<file path="src/rtl/ext_irq_pkg.sv">
package ext_irq_pkg;
  localparam int unsigned BIT_EDGE  = 0;
  localparam int unsigned BIT_LEVEL = 1;
  localparam int unsigned BIT_CLEAR = 2;
  localparam int unsigned BIT_PIN   = 3;

  typedef enum logic [1:0] {
    SENS_FALL      = 2'b00,
    SENS_RISE      = 2'b01,
    SENS_FALL_LOW  = 2'b10,
    SENS_RISE_HIGH = 2'b11
  } sens_e;
endpackage

</file>
<file path="src/rtl/eid_sync.sv">
module eid_sync #(
  parameter int STAGES = 2
) (
  input  logic clk,
  input  logic rst,
  input  logic din,
  output logic dout
);
  logic [STAGES-1:0] chain;

  always_ff @(posedge clk) begin
    if (rst) chain <= '0;
    else     chain <= {chain[STAGES-2:0], din};
  end

  assign dout = chain[STAGES-1];

  // the output is the stage before it, delayed by one clock
  a_r8_sync_shift: assert property (@(posedge clk) disable iff (rst)
    1'b1 |=> (chain[STAGES-1] == $past(chain[STAGES-2])));
endmodule

</file>
<file path="src/rtl/eid_event.sv">
module eid_event
  import ext_irq_pkg::*;
(
  input  logic  clk,
  input  logic  rst,
  input  logic  pin_s,
  input  sens_e sens,
  output logic  hit
);
  logic prev_q;
  logic rise, fall, edge_hit, level_hit;

  always_ff @(posedge clk) begin
    if (rst) prev_q <= 1'b0;
    else     prev_q <= pin_s;
  end

  always_comb begin
    rise      = pin_s & ~prev_q;
    fall      = ~pin_s & prev_q;
    edge_hit  = sens[BIT_EDGE] ? rise : fall;
    level_hit = sens[BIT_LEVEL] && (pin_s == sens[BIT_EDGE]);
    hit       = edge_hit | level_hit;
  end

  // in an edge-only mode, a steady pin never produces an event
  a_r2_steady_no_hit: assert property (@(posedge clk) disable iff (rst)
    (!sens[BIT_LEVEL] && pin_s == $past(pin_s)) |-> !hit);
  // a low pin in falling-plus-low mode is always an event
  a_r4_low_level: assert property (@(posedge clk) disable iff (rst)
    (sens == SENS_FALL_LOW && !pin_s) |-> hit);
  // a high pin in rising-plus-high mode is always an event
  a_r5_high_level: assert property (@(posedge clk) disable iff (rst)
    (sens == SENS_RISE_HIGH && pin_s) |-> hit);
endmodule

</file>
<file path="src/rtl/eid_flag.sv">
module eid_flag (
  input  logic clk,
  input  logic rst,
  input  logic hit,
  input  logic clr,
  output logic flag
);
  always_ff @(posedge clk) begin
    if (rst)      flag <= 1'b0;
    else if (hit) flag <= 1'b1;
    else if (clr) flag <= 1'b0;
  end

  // an event beats a clear in the same cycle
  a_r9_event_wins: assert property (@(posedge clk) disable iff (rst)
    hit |=> flag);
  // a clear with no event drops the flag
  a_r6_clear_drops: assert property (@(posedge clk) disable iff (rst)
    (clr && !hit) |=> !flag);
  // with no event and no clear the flag holds
  a_r10_flag_holds: assert property (@(posedge clk) disable iff (rst)
    (!clr && !hit) |=> $stable(flag));
endmodule

</file>
<file path="src/rtl/eid_ctrl.sv">
module eid_ctrl
  import ext_irq_pkg::*;
#(
  parameter int DATA_W = 8
) (
  input  logic              clk,
  input  logic              rst,
  input  logic              wr_en,
  input  logic [DATA_W-1:0] wr_data,
  input  logic              pin_s,
  output sens_e             sens,
  output logic              clr,
  output logic [DATA_W-1:0] rd_data
);
  logic unused_hi;

  always_ff @(posedge clk) begin
    if (rst)        sens <= SENS_FALL;
    else if (wr_en) sens <= sens_e'({wr_data[BIT_LEVEL], wr_data[BIT_EDGE]});
  end

  assign clr       = wr_en & wr_data[BIT_CLEAR];
  assign unused_hi = ^wr_data[DATA_W-1:BIT_PIN];

  always_comb begin
    rd_data            = '0;
    rd_data[BIT_EDGE]  = sens[0];
    rd_data[BIT_LEVEL] = sens[1];
    rd_data[BIT_PIN]   = pin_s;
  end

  // the sensitivity changes only by a write
  a_r6_mode_hold: assert property (@(posedge clk) disable iff (rst)
    !wr_en |=> $stable(sens));
endmodule

</file>
<file path="src/rtl/ext_irq_detect.sv">
module ext_irq_detect
  import ext_irq_pkg::*;
#(
  parameter int DATA_W      = 8,
  parameter int SYNC_STAGES = 2
) (
  input  logic              clk,
  input  logic              rst,
  input  logic              pin_async,
  input  logic              wr_en,
  input  logic [DATA_W-1:0] wr_data,
  output logic [DATA_W-1:0] rd_data,
  output logic              irq
);
  localparam int MIN_W = BIT_PIN + 1;

  logic  pin_s;
  logic  hit;
  logic  clr;
  sens_e sens;

  initial begin
    if (DATA_W < MIN_W || SYNC_STAGES < 2)
      $error("ext_irq_detect: bad parameters");
  end

  eid_sync #(.STAGES(SYNC_STAGES)) u_sync (
    .clk(clk), .rst(rst), .din(pin_async), .dout(pin_s));

  eid_event u_event (
    .clk(clk), .rst(rst), .pin_s(pin_s), .sens(sens), .hit(hit));

  eid_ctrl #(.DATA_W(DATA_W)) u_ctrl (
    .clk(clk), .rst(rst), .wr_en(wr_en), .wr_data(wr_data),
    .pin_s(pin_s), .sens(sens), .clr(clr), .rd_data(rd_data));

  eid_flag u_flag (
    .clk(clk), .rst(rst), .hit(hit), .clr(clr), .flag(irq));

  // bit 2 and bits 7:4 of the read view are never set
  a_r7_zero_bits: assert property (@(posedge clk) disable iff (rst)
    1'b1 |-> (rd_data[BIT_CLEAR] == 1'b0 && rd_data[DATA_W-1:MIN_W] == '0));
endmodule

</file>
<file path="config.mk">
export PLATFORM = sky130hd
export DESIGN_NAME = ext_irq_detect
export DESIGN_NICKNAME = d
export VERILOG_FILES = /design/src/rtl/ext_irq_pkg.sv /design/src/rtl/eid_sync.sv /design/src/rtl/eid_event.sv /design/src/rtl/eid_flag.sv /design/src/rtl/eid_ctrl.sv /design/src/rtl/ext_irq_detect.sv
export SDC_FILE = /design/constraint.sdc
export NUM_CORES = 1
export LEC_CHECK = 0
export ABC_CLOCK_PERIOD_IN_PS = 1500
export BUFFER_PORTS_ARGS = -buffer_cell sky130_fd_sc_hd__buf_4
export CAP_MARGIN = 20
export CORE_AREA = 3 3 40 42
export CTS_CLUSTER_DIAMETER = 200
export CTS_CLUSTER_SIZE = 30
export DETAILED_ROUTE_END_ITERATION = 10
export DIE_AREA = 0 0 43 45
export GPL_TIMING_DRIVEN = 0
export PLACE_DENSITY = 0.44
export SLEW_MARGIN = 20
export SYNTH_ARGS = -nofsm -noshare
export SYNTH_HDL_FRONTEND = slang
export SYNTH_HIERARCHICAL = 1
export SYNTH_SLANG_ARGS = --single-unit
</file>
<file path="constraint.sdc">
create_clock -name clk -period 1.5 [get_ports clk]
set_input_delay 0.15 -clock clk [delete_from_list [all_inputs] [get_ports clk]]
set_output_delay 0.15 -clock clk [all_outputs]
set_load 0.05 [all_outputs]
</file>
-- Word-level counts from Yosys, hierarchy flattened
Cells that the tools add are included.
- register bits: 6
- bits in latches: 0
- bits in writable memories: 0
- memory bits (read-only): 0
- input port bits: 12
- output and inout bits: 9
- logic and storage cells: 16
- memories kept: 0
- add/sub/neg operators: 0
- $mul: 0
- divide/modulo/power cells: 0
- order comparisons: 0
- equality and inequality tests: 1
- shift-type cells: 0
- multiplexer cells: 3
- bitwise logic cells: 6
- reduce and logical (&&, ||, !) cells: 2
- operators with widths (operator ; number):
    $and A1 B1 Y1 ; 3
    $mux W1 ; 3
    $not A1 Y1 ; 2
    $reduce_bool A2 Y1 ; 1
    $eq A1 B1 Y1 ; 1
    $logic_and A1 B1 Y1 ; 1
    $or A1 B1 Y1 ; 1

-- Logic depth before layout (Yosys ltp)
Gate-level depths: netlist of the first run.
- depth in word-level cells: 5
- mapped depth: 5
- depth with buffers taken out: 4

-- Hierarchy
Netlist of the first run, hierarchy kept.
- modules (own cells, without submodules) (module ; times used ; cells an instance ; area an instance (um^2) ; sequential area each (um^2)):
    eid_ctrl ; 1 ; 16 ; 138.9 ; 40.0
    eid_sync ; 1 ; 4 ; 52.6 ; 40.0
    eid_event ; 1 ; 6 ; 50.0 ; 20.0
    eid_flag ; 1 ; 4 ; 38.8 ; 20.0

-- Worst setup path after synthesis of the first run
OpenSTA, ideal clock, no wires.
- path type: register to register
- start point: reg u_ctrl.sens[1]
- end point: reg u_flag.flag
- library setup time: 66 ps
- arrival time: 1152 ps
- required time: 1434 ps
- setup slack: 282 ps
- stages on the path, launching flop included: 6
- buffers on the path: 1
- period minus slack after synthesis: 1218 ps
- cells stage by stage: dfxtp_1 -> buf_4 -> nor2b_1 -> o22ai_1 -> inv_1 -> a21oi_2
- cells in the longest elaborated chain, start to end: 3
- elaborated cells on any way between the ends: 4
- classes of those cells: mux (1); bitwise (1); reduce/logical (2)
- ends and longest elaborated chain (item ; line ; source):
    from (decl) ; eid_ctrl.sv:11 ; output sens_e sens,
    from (signal assigned) ; eid_ctrl.sv:19 ; else if (wr_en) sens <= sens_e'({wr_data[BIT_LEVEL], wr_data[BIT_EDGE]});
    $logic_and A1 B1 Y1 (*) ; eid_event.sv:22 ; level_hit = sens[BIT_LEVEL] && (pin_s == sens[BIT_EDGE]);
    $or A1 B1 Y1 (*) ; eid_event.sv:23 ; hit = edge_hit | level_hit;
    named net hit ; ext_irq_detect.sv:18 ; logic hit;
    $mux W1 or $reduce_bool A2 Y1 (tied branches) ; -- ;
    to (signal assigned) ; eid_flag.sv:9 ; if (rst) flag <= 1'b0;
    to (signal assigned) ; eid_flag.sv:10 ; else if (hit) flag <= 1'b1;
    to (signal assigned) ; eid_flag.sv:11 ; else if (clr) flag <= 1'b0;
    to (decl) ; eid_flag.sv:6 ; output logic flag
Mark *: on every way through the listed nets, which the timed path passes. The rest lies on a longest branch.
A chain may end at the register's enable or synchronous reset.

-- Worst setup path after layout of the first run
- start point: reg u_sync.chain[1]
- end point: out rd_data[3]
- RTL lines (item ; line ; source):
    from (decl) ; eid_sync.sv:9 ; logic [STAGES-1:0] chain;
    from (signal assigned) ; eid_sync.sv:13 ; else chain <= {chain[STAGES-2:0], din};
    to (decl) ; ext_irq_detect.sv:12 ; output logic [DATA_W-1:0] rd_data,
No word-level cell between the ends.

==> run summary, run 1 <==
Synth Area per Inst: 9.34 sq um
Setup TNS: 0 ps
Wirelength, routed: 481 um
Post-CTS Repair Setup Buffers: 0
First-pass GRT wire length: 814 um
Mapped Area: 280 sq um
Final Setup Violations: 0
DR vias/cell: 3.68
Hold Path Class: primary input to register
Data required, critical path: 1350 ps
Die Y: 45 um
Worst Path Max Fanout: 4
Root Buffer: clkbuf_4
Row cnt: 13
Post-synth cell types: 13
Final Hold Viols: 0
Fraction of layout cells with a size suffix above 1: 0.489
Most common cell after layout, fill and taps aside: buf_4
Ys Warns: 6
GRT met1 Usage: 0.0485
Tot Pwr: 0.000422 W
P_leak: 0.211 nW
Drt first pass iters: 1
Startpoint types: register
Total global routing track utilization: 0.0593
Vias in the first global route: 237
Fillers: 140
Met2 Track Usage GR: 0.102
Finished Layout Cells: 62
Maximum VDD drop: 0.000351 V
Post-CTS sizing: 0
CTS tree: built
Max Root-Sink Buffers: 2
Placed Cells: 59
CP startpoint: u_sync/chain[1]
DRT iter0 DRCs: 0
Vias: 228
Residual DRC count: 0
DIE AREA: 1940 sq um
Crit path capture type: output pin
R2R Path Start: u_ctrl/sens[0]
Reg2reg setup slack: 560 ps
Top Ports: 21
Clk_skew: 5.28 ps
M3 GR Usage: 0.0199
Slew Viols, Final: 0
CP Class: register to output pin
Largest net degree at the start of global routing: 7
TritonCTS sink count: 6
Pwr/cell area: 1020 nW/um^2
GRT overflow: 0
Die Span X: 43 um
Starting density of the core: 0.218
Seq/Total Area, Yosys: 0.429
DR WL/cell: 7.76 um
RSZ-0062 raised after global routing: no
Number of diodes: 0
Final core utilization: 0.320
Max cap viols: 0
Final period utilization: 0.688
RR Endpoint: u_flag/flag
Commonest cells after routing, fill and taps aside: 18 x buf_4, 6 x dfxtp_1, 5 x conb_1, 4 x nor2b_1, 3 x clkbuf_4
WP data arrival: 880 ps
Syn-to-layout area delta: 46.9%
Outcome: complete, no violations
Hold depth: 2
Initial antenna violation count: 0
FF+latch count, synth: 6
Most Crowded Layer GR: met2
Period minus WS final: 1030 ps
Worst setup path endpoint: rd_data[3]
Hold Buf Count CTS: 0
Post-route antenna net violation count: 0
Cells on worst reg2reg path: 5
Gpl congestion: 0.628
Num CTS Buffers: 3
Total core area: 1280 sq um
Clock latency on the worst-skew pair: 240 ps
Number of port buffers: 10
Clk pin slew, worst setup/hold paths: 40 ps
H-tree depth: 1
Fmax achieved: 0.969 GHz
Fin nets: 61
Post-Synthesis Cells: 30
[power by group]
group | switching [W] | leakage, nW | internal (W) | total (W)
combinational | 0.0000661 | 0.148 | 0.0000416 | 0.000108
sequential | 0.00000487 | 0.0494 | 0.000169 | 0.000174
clock | 0.0000504 | 0.0138 | 0.0000900 | 0.000140
[logic make-up (layout without fill, tap and decap cells)]
family	after synthesis	in the layout	share of synthesized area
buffers and inverters	9	22	0.228
other	1	5	0.0134
AND/OR/NAND/NOR	9	9	0.179
AO/OA/AOI/OAI	3	3	0.0804
flip-flops	6	6	0.429
multiplexers	2	2	0.0714
[area by class of cell]
cell class	count	area, sq um	area share
multi-input combinational	19	111	0.271
clock buffer	3	22.5	0.0547
buffer	8	60.1	0.146
inverter	1	3.75	0.00912
sequential	6	120	0.292
tap	15	18.8	0.0456
timing repair buffer	10	75.1	0.182
[routing by layer]
layer  share of wire  vias to the layer above
met5               0                        -
met4               0                        0
met3            0.13                        0
met2            0.51                       12
met1            0.36                       99
li1                -                      117
[worst max-delay path: stages, from the launching register on]
cell and delay (ps):
dfxtp_1 350, buf_4 120, buf_4 180
[flip-flops by register name, summed over array words and instances, names as in the netlist]
signal,flops
u_event/prev_q,1
u_ctrl/sens,2
u_flag/flag,1
u_sync/chain,2
[synth_stat cells]
master,number,area (sq um)
buf_4,8,60.1
dfxtp_1,6,120
nor2b_1,4,25.0
mux2i_1,2,20.0
nor2_1,2,7.51
a21oi_2,1,8.76
and2_2,1,7.51
conb_1,1,3.75
inv_1,1,3.75
nand2_1,1,3.75
nand2b_1,1,6.26
o21bai_1,1,7.51
o22ai_1,1,6.26
[worst min-delay path by stage]
stage	from	to	slack, ps
after floorplan	rst	u_flag/flag	210
after CTS	rst	u_flag/flag	110
final	rst	u_flag/flag	120
after global placement	rst	u_flag/flag	360
after detailed placement	rst	u_flag/flag	370
after global routing	rst	u_flag/flag	120
[stage by stage]
step	setup slack (ps)	hold slack (ps)	instance area (sq um)
3_5_place_dp	568	366	389
2_1_floorplan	282	212	295
3_3_place_gp	559	357	389
6_report	468	117	412
4_1_cts	450	111	412
5_1_grt	427	122	412
No activity file was read; power rests on OpenSTA's default activity.
==> run 2, diff against run 1 <==
--- a/config.mk
+++ b/config.mk
@@ -5,7 +5,7 @@
 export SDC_FILE = /design/constraint.sdc
 export NUM_CORES = 1
 export LEC_CHECK = 0
-export ABC_CLOCK_PERIOD_IN_PS = 1500
+export ABC_CLOCK_PERIOD_IN_PS = 890
 export BUFFER_PORTS_ARGS = -buffer_cell sky130_fd_sc_hd__buf_4
 export CAP_MARGIN = 20
 export CORE_AREA = 3 3 40 42
@@ -14,7 +14,7 @@
 export DETAILED_ROUTE_END_ITERATION = 10
 export DIE_AREA = 0 0 43 45
 export GPL_TIMING_DRIVEN = 0
-export PLACE_DENSITY = 0.44
+export PLACE_DENSITY = 0.45
 export SLEW_MARGIN = 20
 export SYNTH_ARGS = -nofsm -noshare
 export SYNTH_HDL_FRONTEND = slang
==> constraint.sdc (replaced) <==
create_clock -name clk -period 0.89 [get_ports clk]
set_input_delay 0.089 -clock clk [delete_from_list [all_inputs] [get_ports clk]]
set_output_delay 0.089 -clock clk [all_outputs]
set_load 0.05 [all_outputs]
==> run summary, run 2 (synthesized netlist as in run 1, its figures left out) <==
Outcome: complete, no violations
Slowest stage delay, CP: 360 ps (about the same)
Top Ports: 21 (unchanged)
Most common cell after layout, fill and taps aside: buf_4
Wirelength, routed: 567 um (+18%)
Largest net degree at the start of global routing: 7 (unchanged)
CTS tree: built
Startpoint types: register
Fmax achieved: 1.13 GHz
Total core area: 1280 sq um (unchanged)
Residual DRC count: 0 (unchanged)
Syn-to-layout area delta: 56.7%
Crit path capture type: output pin
Worst Path Max Fanout: 3 (-1)
Drt first pass iters: 1 (unchanged)
CP startpoint: u_ctrl/sens[1]
Fraction of layout cells with a size suffix above 1: 0.542 (+0.0523)
H-tree depth: 1 (unchanged)
Post-route antenna net violation count: 0 (unchanged)
RSZ-0062 raised after global routing: yes
Worst Hold Slack: 45.7 ps (-70.8 ps)
DR WL/cell: 9.00 um (+16%)
CP Buf/Inv Count: 1 (-1)
CP cell instances: buf_4
DR vias/cell: 3.59 (-2.5%)
Placed Cells: 59 (unchanged)
R2R Path Start: u_ctrl/sens[1]
DP Area: 400 sq um (+2.9%)
GRT overflow: 0 (unchanged)
Root Buffer: clkbuf_4
Worst Hold Launch: rst
Hold Path Class: primary input to register
Die Y: 45 um (unchanged)
Fillers: 142 (+1.4%)
First-pass GRT wire length: 1.00 mm (+23%)
Row cnt: 13 (unchanged)
Vias: 226 (-0.88%)
Clock latency on the worst-skew pair: 250 ps (about the same)
Fin nets: 61 (unchanged)
Setup WS post-layout: 5.14 ps (-463 ps)
Design Area, Final: 439 sq um (+6.7%)
DRT iter0 DRCs: 0 (unchanged)
Max Root-Sink Buffers: 2 (unchanged)
TritonCTS sink count: 6 (unchanged)
Clk pin slew, worst setup/hold paths: 60 ps (+20 ps)
Register area: 129 sq um (+7.3%)
Final period utilization: 0.994
Starting density of the core: 0.218 (unchanged)
Final Setup Violations: 0 (unchanged)
Final Hold Viols: 0 (unchanged)
Slowest CP cell: dfxtp_4
Delay-heaviest family, CP: flip-flops
Area of the multi-input gates: 111 sq um (unchanged)
Place WS: -33.6 ps (-601 ps)
Slew Viols, Final: 0 (unchanged)
Data required, critical path: 800 ps (-550 ps)
WP data arrival: 800 ps (-80 ps)
Pwr/cell area: 1710 nW/um^2 (+67%)
Top Registers: u_ctrl/sens (2), u_sync/chain (2)
DIE AREA: 1940 sq um (unchanged)
P_leak: 0.217 nW (+3.0%)
Clk_skew: 13.9 ps (+8.58 ps)
Finished Layout Cells: 63 (+1.6%)
Die Span X: 43 um (unchanged)
Maximum VDD drop: 0.000750 V (+110%)
CP Class: register to output pin
Num CTS Buffers: 3 (unchanged)
Total global routing track utilization: 0.0725 (+0.0132)
Commonest cells after routing, fill and taps aside: 15 x buf_4, 5 x conb_1, 4 x nor2b_1, 3 x clkbuf_4, 3 x dfxtp_1
Number of port buffers: 10 (unchanged)
Number of diodes: 0 (unchanged)
Gpl congestion: 0.622 (-0.95%)
Initial antenna violation count: 0 (unchanged)
Vias in the first global route: 292 (+23%)
Period minus WS final: 885 ps
Max cap viols: 0 (unchanged)
[run 2: final timing paths]
path,end,slack [ps],cells after the start
min reg2reg,u_sync/chain[1],440,1
max reg2reg,u_flag/flag,5,5
max,rd_data[1],5,1
min,u_flag/flag,50,2
[run 2: layout make-up]
class	instances	share of cell area
Sequential cell	6	0.293
Multi-Input combinational cell	19	0.254
Timing Repair Buffer	12	0.231
Buffer	6	0.111
Clock buffer	4	0.0598
Tap cell	15	0.0427
Inverter	1	0.00855
[run 2: what timing repair did]
action | CTS | global route
endpoints found under the setup margin | 2 | 4
pin swaps | 3 | 3
gates resized for setup | 4 | 1
hold buffers | 0 | 0
setup buffers | 2 | 0
cloned | 0 | 0
[run 2: power breakdown]
group          leakage [nW]  total (W)  internal, W  switching (W)
sequential           0.0511   0.000292     0.000282      0.0000101
clock                0.0150   0.000270     0.000170       0.000100
combinational         0.151   0.000190    0.0000758       0.000114
total                 0.217   0.000752     0.000528       0.000225
[run 2: per-stage QoR]
stage	total power [W]	setup TNS, ps	util
global placement	0.000477	-30.1	0.312
finish	0.000752	0	0.342
detailed placement	0.000480	-33.6	0.312
CTS	0.000760	-10.4	0.339
global route	0.000795	-50.6	0.342
floorplan	0.000432	-68.0	-
[run 2: per-layer routing]
metal	track usage	vias to the layer above	wire, um
li1	-	116	-
met5	0	-	0
met1	0.0531	98	188
met2	0.147	12	325
met3	0.0159	0	52
met4	0.0723	0	0
